--- src/rtl/cap_timer_pkg.sv ---
package cap_timer_pkg;

    localparam int CTRL_W   = 8;
    localparam int SEL_W    = 2;
    localparam int N_TAPS   = 1 << SEL_W;

    typedef enum logic [1:0] {
        ADDR_CTRL = 2'd0,
        ADDR_CAPF = 2'd1,
        ADDR_CAPR = 2'd2,
        ADDR_STOP = 2'd3
    } addr_e;

    typedef enum logic [1:0] {
        CLR_NONE = 2'b00,
        CLR_FALL = 2'b01,
        CLR_RISE = 2'b10,
        CLR_BOTH = 2'b11
    } clr_e;

    typedef enum logic {
        LVL_LOW  = 1'b0,
        LVL_HIGH = 1'b1
    } lvl_state_e;

    typedef struct packed {
        logic             ovie;
        clr_e             clr;
        logic             mode;
        logic             spare;
        logic [SEL_W-1:0] sel;
    } ctrl_t;

endpackage

--- src/rtl/cap_edge_fsm.sv ---
module cap_edge_fsm
    import cap_timer_pkg::*;
#(
    parameter int SYNC_STAGES = 2
) (
    input  logic clk,
    input  logic rst_n,
    input  logic cap_in,
    input  logic arm,
    output logic rise,
    output logic fall
);

    logic [SYNC_STAGES-1:0] chain_q;
    logic                   lvl;
    lvl_state_e             state_q, state_d;

    always_ff @(posedge clk) begin
        if (!rst_n) chain_q[0] <= 1'b0;
        else        chain_q[0] <= cap_in;
    end

    generate
        for (genvar i = 1; i < SYNC_STAGES; i++) begin : g_sync
            always_ff @(posedge clk) begin
                if (!rst_n) chain_q[i] <= 1'b0;
                else        chain_q[i] <= chain_q[i-1];
            end
        end
    endgenerate

    assign lvl = arm & chain_q[SYNC_STAGES-1];

    // State register
    always_ff @(posedge clk) begin
        if (!rst_n) state_q <= LVL_LOW;
        else        state_q <= state_d;
    end

    // Transitions: T_RISE, T_FALL, T_HOLD_LOW, T_HOLD_HIGH
    always_comb begin
        state_d = state_q;
        unique case (state_q)
            LVL_LOW:  if (lvl)  state_d = LVL_HIGH;
            LVL_HIGH: if (!lvl) state_d = LVL_LOW;
        endcase
    end

    // Outputs
    always_comb begin
        rise = 1'b0;
        fall = 1'b0;
        unique case (state_q)
            LVL_LOW:  rise = lvl;
            LVL_HIGH: fall = !lvl;
        endcase
    end

    // an edge pulse leaves the tracker in the matching level state
    a_r5_rise_tracks: assert property (@(posedge clk) disable iff (!rst_n)
        rise |=> (state_q == LVL_HIGH));
    a_r5_fall_tracks: assert property (@(posedge clk) disable iff (!rst_n)
        fall |=> (state_q == LVL_LOW));

endmodule

--- src/rtl/cap_counter.sv ---
module cap_counter
    import cap_timer_pkg::*;
#(
    parameter int CNT_W = 8
) (
    input  logic             clk,
    input  logic             rst_n,
    input  logic             tick,
    input  logic             run,
    input  logic             rise,
    input  logic             fall,
    input  clr_e             clr_mode,
    input  logic             ovie,
    input  logic             flag_clr,
    output logic [CNT_W-1:0] cap_rise,
    output logic [CNT_W-1:0] cap_fall,
    output logic             ovf_flag
);

    localparam logic [CNT_W-1:0] CNT_TOP = '1;

    logic [CNT_W-1:0] cnt_q;
    logic             clr_evt;
    logic             step;
    logic             wrap;

    always_comb begin
        unique case (clr_mode)
            CLR_NONE: clr_evt = 1'b0;
            CLR_FALL: clr_evt = fall;
            CLR_RISE: clr_evt = rise;
            CLR_BOTH: clr_evt = rise | fall;
        endcase
    end

    assign step = tick & run;
    assign wrap = step & !clr_evt & (cnt_q == CNT_TOP);

    always_ff @(posedge clk) begin
        if (!rst_n)       cnt_q <= '0;
        else if (clr_evt) cnt_q <= '0;
        else if (step)    cnt_q <= cnt_q + 1'b1;
    end

    always_ff @(posedge clk) begin
        if (!rst_n) begin
            cap_rise <= '0;
            cap_fall <= '0;
        end else begin
            if (rise) cap_rise <= cnt_q;
            if (fall) cap_fall <= cnt_q;
        end
    end

    always_ff @(posedge clk) begin
        if (!rst_n)             ovf_flag <= 1'b0;
        else if (wrap && ovie)  ovf_flag <= 1'b1;
        else if (flag_clr)      ovf_flag <= 1'b0;
    end

    a_r5_rise_capture: assert property (@(posedge clk) disable iff (!rst_n)
        rise |=> (cap_rise == $past(cnt_q)));
    a_r6_clear_zero: assert property (@(posedge clk) disable iff (!rst_n)
        clr_evt |=> (cnt_q == '0));
    a_r7_ovf_set: assert property (@(posedge clk) disable iff (!rst_n)
        (step && !clr_evt && cnt_q == CNT_TOP && ovie) |=> ovf_flag);
    a_r8_flag_hold: assert property (@(posedge clk) disable iff (!rst_n)
        (ovf_flag && !flag_clr) |=> ovf_flag);
    a_r10_halt: assert property (@(posedge clk) disable iff (!rst_n)
        (!run && !clr_evt) |=> (cnt_q == $past(cnt_q)));

endmodule

--- src/rtl/cap_regs.sv ---
module cap_regs
    import cap_timer_pkg::*;
#(
    parameter int CNT_W = 8
) (
    input  logic             clk,
    input  logic             rst_n,
    input  logic             bus_sel,
    input  logic             bus_wr,
    input  logic [1:0]       bus_addr,
    input  logic [CNT_W-1:0] bus_wdata,
    input  logic [CNT_W-1:0] cap_rise,
    input  logic [CNT_W-1:0] cap_fall,
    input  logic             ovf_flag,
    output logic [CNT_W-1:0] bus_rdata,
    output ctrl_t            ctrl,
    output logic             run,
    output logic             flag_clr
);

    logic [CNT_W-1:0] stop_q;
    logic             wr_ctrl;
    logic             wr_stop;
    addr_e            addr;

    assign addr    = addr_e'(bus_addr);
    assign wr_ctrl = bus_sel & bus_wr & (addr == ADDR_CTRL);
    assign wr_stop = bus_sel & bus_wr & (addr == ADDR_STOP);
    assign flag_clr = wr_ctrl & !bus_wdata[CTRL_W-1];
    assign run     = stop_q[0];

    always_ff @(posedge clk) begin
        if (!rst_n)       ctrl <= '0;
        else if (wr_ctrl) ctrl <= ctrl_t'(bus_wdata[CTRL_W-2:0]);
    end

    always_ff @(posedge clk) begin
        if (!rst_n)       stop_q <= '1;
        else if (wr_stop) stop_q <= bus_wdata;
    end

    always_comb begin
        bus_rdata = '0;
        unique case (addr)
            ADDR_CTRL: bus_rdata[CTRL_W-1:0] = {ovf_flag, ctrl};
            ADDR_CAPF: bus_rdata = cap_fall;
            ADDR_CAPR: bus_rdata = cap_rise;
            ADDR_STOP: bus_rdata = stop_q;
        endcase
    end

    // the run bit only moves on a write to the run/stop register
    a_r10_run_stable: assert property (@(posedge clk) disable iff (!rst_n)
        !wr_stop |=> (run == $past(run)));

endmodule

--- src/rtl/cap_timer.sv ---
module cap_timer
    import cap_timer_pkg::*;
#(
    parameter int CNT_W       = 8,
    parameter int SYNC_STAGES = 2
) (
    input  logic              clk,
    input  logic              rst_n,
    input  logic [N_TAPS-1:0] tick_en,
    input  logic              cap_in,
    input  logic              irq_en,
    input  logic              bus_sel,
    input  logic              bus_wr,
    input  logic [1:0]        bus_addr,
    input  logic [CNT_W-1:0]  bus_wdata,
    output logic [CNT_W-1:0]  bus_rdata,
    output logic              irq
);

    ctrl_t            ctrl;
    logic             run;
    logic             flag_clr;
    logic             rise;
    logic             fall;
    logic             tick;
    logic             ovf_flag;
    logic [CNT_W-1:0] cap_rise;
    logic [CNT_W-1:0] cap_fall;

    assign tick = tick_en[ctrl.sel];
    assign irq  = ovf_flag & irq_en;

    cap_regs #(.CNT_W(CNT_W)) u_regs (
        .clk       (clk),
        .rst_n     (rst_n),
        .bus_sel   (bus_sel),
        .bus_wr    (bus_wr),
        .bus_addr  (bus_addr),
        .bus_wdata (bus_wdata),
        .cap_rise  (cap_rise),
        .cap_fall  (cap_fall),
        .ovf_flag  (ovf_flag),
        .bus_rdata (bus_rdata),
        .ctrl      (ctrl),
        .run       (run),
        .flag_clr  (flag_clr)
    );

    cap_edge_fsm #(.SYNC_STAGES(SYNC_STAGES)) u_edge (
        .clk    (clk),
        .rst_n  (rst_n),
        .cap_in (cap_in),
        .arm    (ctrl.mode),
        .rise   (rise),
        .fall   (fall)
    );

    cap_counter #(.CNT_W(CNT_W)) u_cnt (
        .clk      (clk),
        .rst_n    (rst_n),
        .tick     (tick),
        .run      (run),
        .rise     (rise),
        .fall     (fall),
        .clr_mode (ctrl.clr),
        .ovie     (ctrl.ovie),
        .flag_clr (flag_clr),
        .cap_rise (cap_rise),
        .cap_fall (cap_fall),
        .ovf_flag (ovf_flag)
    );

    // in interval mode no edge event reaches the counter
    a_r4_quiet: assert property (@(posedge clk) disable iff (!rst_n)
        (!ctrl.mode && !$past(ctrl.mode)) |-> !(rise || fall));
    // request follows flag and enable
    a_r9_irq_gate: assert property (@(posedge clk) disable iff (!rst_n)
        irq |-> (ovf_flag && irq_en));

endmodule

--- config.mk ---
export PLATFORM = sky130hd
export DESIGN_NAME = cap_timer
export DESIGN_NICKNAME = d
export VERILOG_FILES = /design/src/rtl/cap_timer_pkg.sv /design/src/rtl/cap_edge_fsm.sv /design/src/rtl/cap_counter.sv /design/src/rtl/cap_regs.sv /design/src/rtl/cap_timer.sv
export SDC_FILE = /design/constraint.sdc
export NUM_CORES = 1
export LEC_CHECK = 0
export BUFFER_PORTS_ARGS = -buffer_cell sky130_fd_sc_hd__clkbuf_2
export CORE_AREA = 2 2 62 64
export DETAILED_ROUTE_END_ITERATION = 6
export DIE_AREA = 0 0 64 66
export HOLD_SLACK_MARGIN = 0.06
export PLACE_DENSITY = 0.75
export SETUP_SLACK_MARGIN = 0.1
export SYNTH_ARGS = -nofsm -noshare
export SYNTH_HDL_FRONTEND = slang
export SYNTH_SLANG_ARGS = --single-unit
--- constraint.sdc ---
create_clock -name clk -period 2.1 [get_ports clk]
set_input_delay 0.21 -clock clk [delete_from_list [all_inputs] [get_ports clk]]
set_output_delay 0.21 -clock clk [all_outputs]
set_load 0.01 [all_outputs]
==> impl_results.md <==
- Outcome: complete, no violations
- Switching share of power: about 25%
- DRT Pass-1 Iters: 4
- Xor/xnor cell area share of the yosys netlist: less than 1%
- Slew @ Worst Pin: between 0.7 and 0.8 ns
- Crit path kind: reg2reg
- Final Cycle Share: between 70% and 80%
- Starting DRT DRC Count: 74
- Num CTS Buffers: 5
- Clock network fraction of total power: between 20% and 30%
- IR drop worst, VDD: a little under 0.4 mV
- CTS H-Tree Depth: 2
- Dpl hpwl: ~2.9 mm
- Async SR Flop Fraction: 0%
- Remaining Overflow, GRT: 0
- Pleak: between 0.8 and 0.9 nW
- Die area: ~4200 µm²
- Power Dens Cells: roughly 640 nW/µm²
- Nets: 255
- Sw Pwr: between 0.3 and 0.4 mW
- Startpoint types: register
- P_int: 1.02 mW
- Worst-path fanout max: 11
- Synth warnings: 0
- GRT Overall Usage: roughly a fifth
- Minimum clock period: between 1.5 and 2 ns
- Ranking of synthesized cells by area: dfxtp_1 46%, mux2i_1 10%, mux4_2 8.4%
- Antenna violations before repair: 0
- Cell taking the most area after synthesis: dfxtp_1
- Final setup viols: 0
- Final Skew: 0.00930 ns
- FMAX: approximately 620 MHz
- First-pass GRT wire length: 6.73 mm
- Largest net degree at the start of global routing: 25
- CTS tree: yes
- Area grow syn2layout: 13.9%
- Clock transition at path regs: around 0.12 ns
- ANT nets after route: 0
- Post-synthesis mux area share: 20.0%
- Dpl cell area: between 2000 and 2500 µm²
- Slew margin rel.: 51.0%
- Root buffer cell: clkbuf_4
- Synth Area in Compound Gates: 7.43%
- Max cap viols: 0
- Synth Flop Type: dfxtp_1
- Layout cell share with drive strength beyond 1: between 15 and 20%
- RSZ-0062 raised after global routing: false
- Number of remaining DRC errors: 0
- Top cells by instance count after synthesis: 43 x dfxtp_1, 38 x nand2_1, 20 x nor2_1
- Std-Cell Rows: 22
- Die Ht: ~66 µm
- Average size of a mapped cell: 9.34 µm²
- Hold WC Path Type: in2reg
- Clock latency on the worst-skew pair: between 0.3 and 0.4 ns
- Setup crit end kind: register
- Cell Area, Synth: around 1900 µm²
- Register area: 861 µm²
- Initial Util: a little over half
- Number of global-route vias before repair: 1446
- Final Max Slew Viols: 0
- EDFF count, synth: 0
- Design area: 2130 µm²
- Synthesized flop and latch total: 43
- Setup total negative slack: 0 ns
- CTS sink cnt: 43
- DRT Wirelength: ~4 mm
- Core area: about 3600 µm²
- Syn_nets: 223
- Post-Syn Instances: 200
- Adder-cell area share of the yosys netlist: 2.01%
- CP Data Required Time: 2.38 ns
- Vias per Instance: around 5.5
- Wire length per cell: roughly 14 µm
- Multi-input logic area: roughly 950 µm²
- Fill cells: ~330
- Port Buffers: 28
- Most numerous cell in the Yosys netlist: dfxtp_1
- Antenna diodes: 0
- CTS Buffer Depth: 2
- Largest family of logic cells by synthesized area: simple AND/OR/NAND/NOR gates
- Yosys cell types: 30
- Routability cong.: between 0.7 and 0.8
- Seq/Total Area, Yosys: between 40% and 50%
- Die X: between 60 and 70 µm
- Vias: roughly 1500
- Synth Area in Simple Gates: a little over a fifth
- Gate power share: a little under a tenth
- Final Hold Viols: 0
- Flop pwr share: between 60% and 70%
- Yosys top cell area share: between 40% and 50%
- Top Ports: 29
- Arr. time, crit path: between 1.5 and 2 ns
==> through the flow <==
step / hold slack [ns] / util [%] / std cells / worst slack (ns) / power, mW
floorplan: 0.334 / - / 200 / 0.474 / 0.940
global route: 0.0670 / 59.9 / 281 / 0.354 / 1.43
finish: 0.0731 / 59.9 / 281 / 0.490 / 1.35
CTS: 0.0656 / 59.9 / 281 / 0.467 / 1.37
detailed placement: 0.426 / 58.2 / 272 / 0.542 / 0.995
global placement: 0.416 / 58.2 / 272 / 0.573 / 0.992
==> cell families (layout without fill, tap and decap cells) <==
family / Yosys count / count (layout)
adders and majority gates: 3 / 3
muxes: 27 / 27
buffers and inverters: 14 / 47
DFF: 43 / 43
and+or+nand+nor: 88 / 88
AOI/OAI and AO/OA: 24 / 24
xor gates and xnor gates: 1 / 1
==> worst max-delay path: stages (launching register included) <==
cell and delay [ns]:
dfxtp_1 0.43, mux2i_1 0.12, o22a_1 0.31, or4_1 0.53
a21oi_1 0.16
==> repair_timing <==
| item | in CTS | in global routing |
|---|---|---|
| resized for setup | 0 | 0 |
| buffers inserted | 0 | 0 |
| endpoints found under the hold margin | 1 | 0 |
| hold buffers | 1 | 0 |
==> registers in the layout, indices dropped and copies added, names as in the netlist <==
register,count
u_cnt.cap_fall,8
u_cnt.cap_rise,8
u_cnt.cnt_q,8
u_cnt.ovf_flag,1
u_edge.chain_q,2
u_edge.state_q,1
u_regs.ctrl,7
u_regs.stop_q,8
==> final cells by class <==
| type | instances | share of cell area (%) |
|---|---|---|
| multi-input combinational | 143 | 44.7 |
| sequential | 43 | 40.4 |
| timing repair buffer | 34 | 8.82 |
| tap | 48 | 2.82 |
| clock buffer | 7 | 2.12 |
| inverter | 5 | 0.882 |
| clock inverter | 1 | 0.235 |
==> cells in the final DEF (no fill, tap or decap) <==
master / count
a21oi_1: 13
clkinv_2: 1
buf_4: 5
nor2_1: 20
clkbuf_1: 2
o311a_1: 1
o22ai_1: 1
ha_1: 3
nand2_1: 38
clkbuf_2: 28
xnor2_1: 1
o311ai_1: 1
and3_1: 1
and2_1: 4
inv_1: 5
clkbuf_4: 5
or3_1: 5
mux2i_1: 19
o211ai_1: 1
o22a_1: 1
dfxtp_1: 43
nand2b_1: 2
mux4_1: 1
or4_1: 1
nand3b_1: 1
nand4_1: 3
dlygate4sd3_1: 1
nand3_1: 12
mux4_2: 7
o31ai_1: 1
nor3_1: 1
o21ai_0: 5
==> per-layer routing <==
metal	wire, µm	GRT usage [%]
met1	1830	26.4
met2	1930	34.1
met3	207	5.96
met4	92	10.9
met5	0	0
==> final timing paths <==
path	slack (ns)	startpoint	endpoint	depth (start not counted)
setup / recovery	0.49	u_regs.ctrl[1]$_SDFFE_PN0P_	u_cnt.cnt_q[7]$_SDFFE_PP0N_	4
setup reg to reg	0.49	u_regs.ctrl[1]$_SDFFE_PN0P_	u_cnt.cnt_q[7]$_SDFFE_PP0N_	4
hold reg to reg	0.45	u_edge.chain_q[0]$_SDFF_PN0_	u_edge.chain_q[1]$_SDFF_PN0_	1
hold / removal	0.07	bus_wdata[1]	u_regs.stop_q[1]$_SDFFE_PN1P_	3
==> power groups by stage <==
stage / registers (mW) / clock network (mW) / logic, mW
floorplan: 0.860 / 0 / 0.0802
global placement: 0.865 / 0 / 0.126
detailed placement: 0.866 / 0 / 0.129
CTS: 0.847 / 0.390 / 0.131
global route: 0.850 / 0.433 / 0.143
finish: 0.847 / 0.378 / 0.129
No activity file was read; power rests on OpenSTA's default activity.
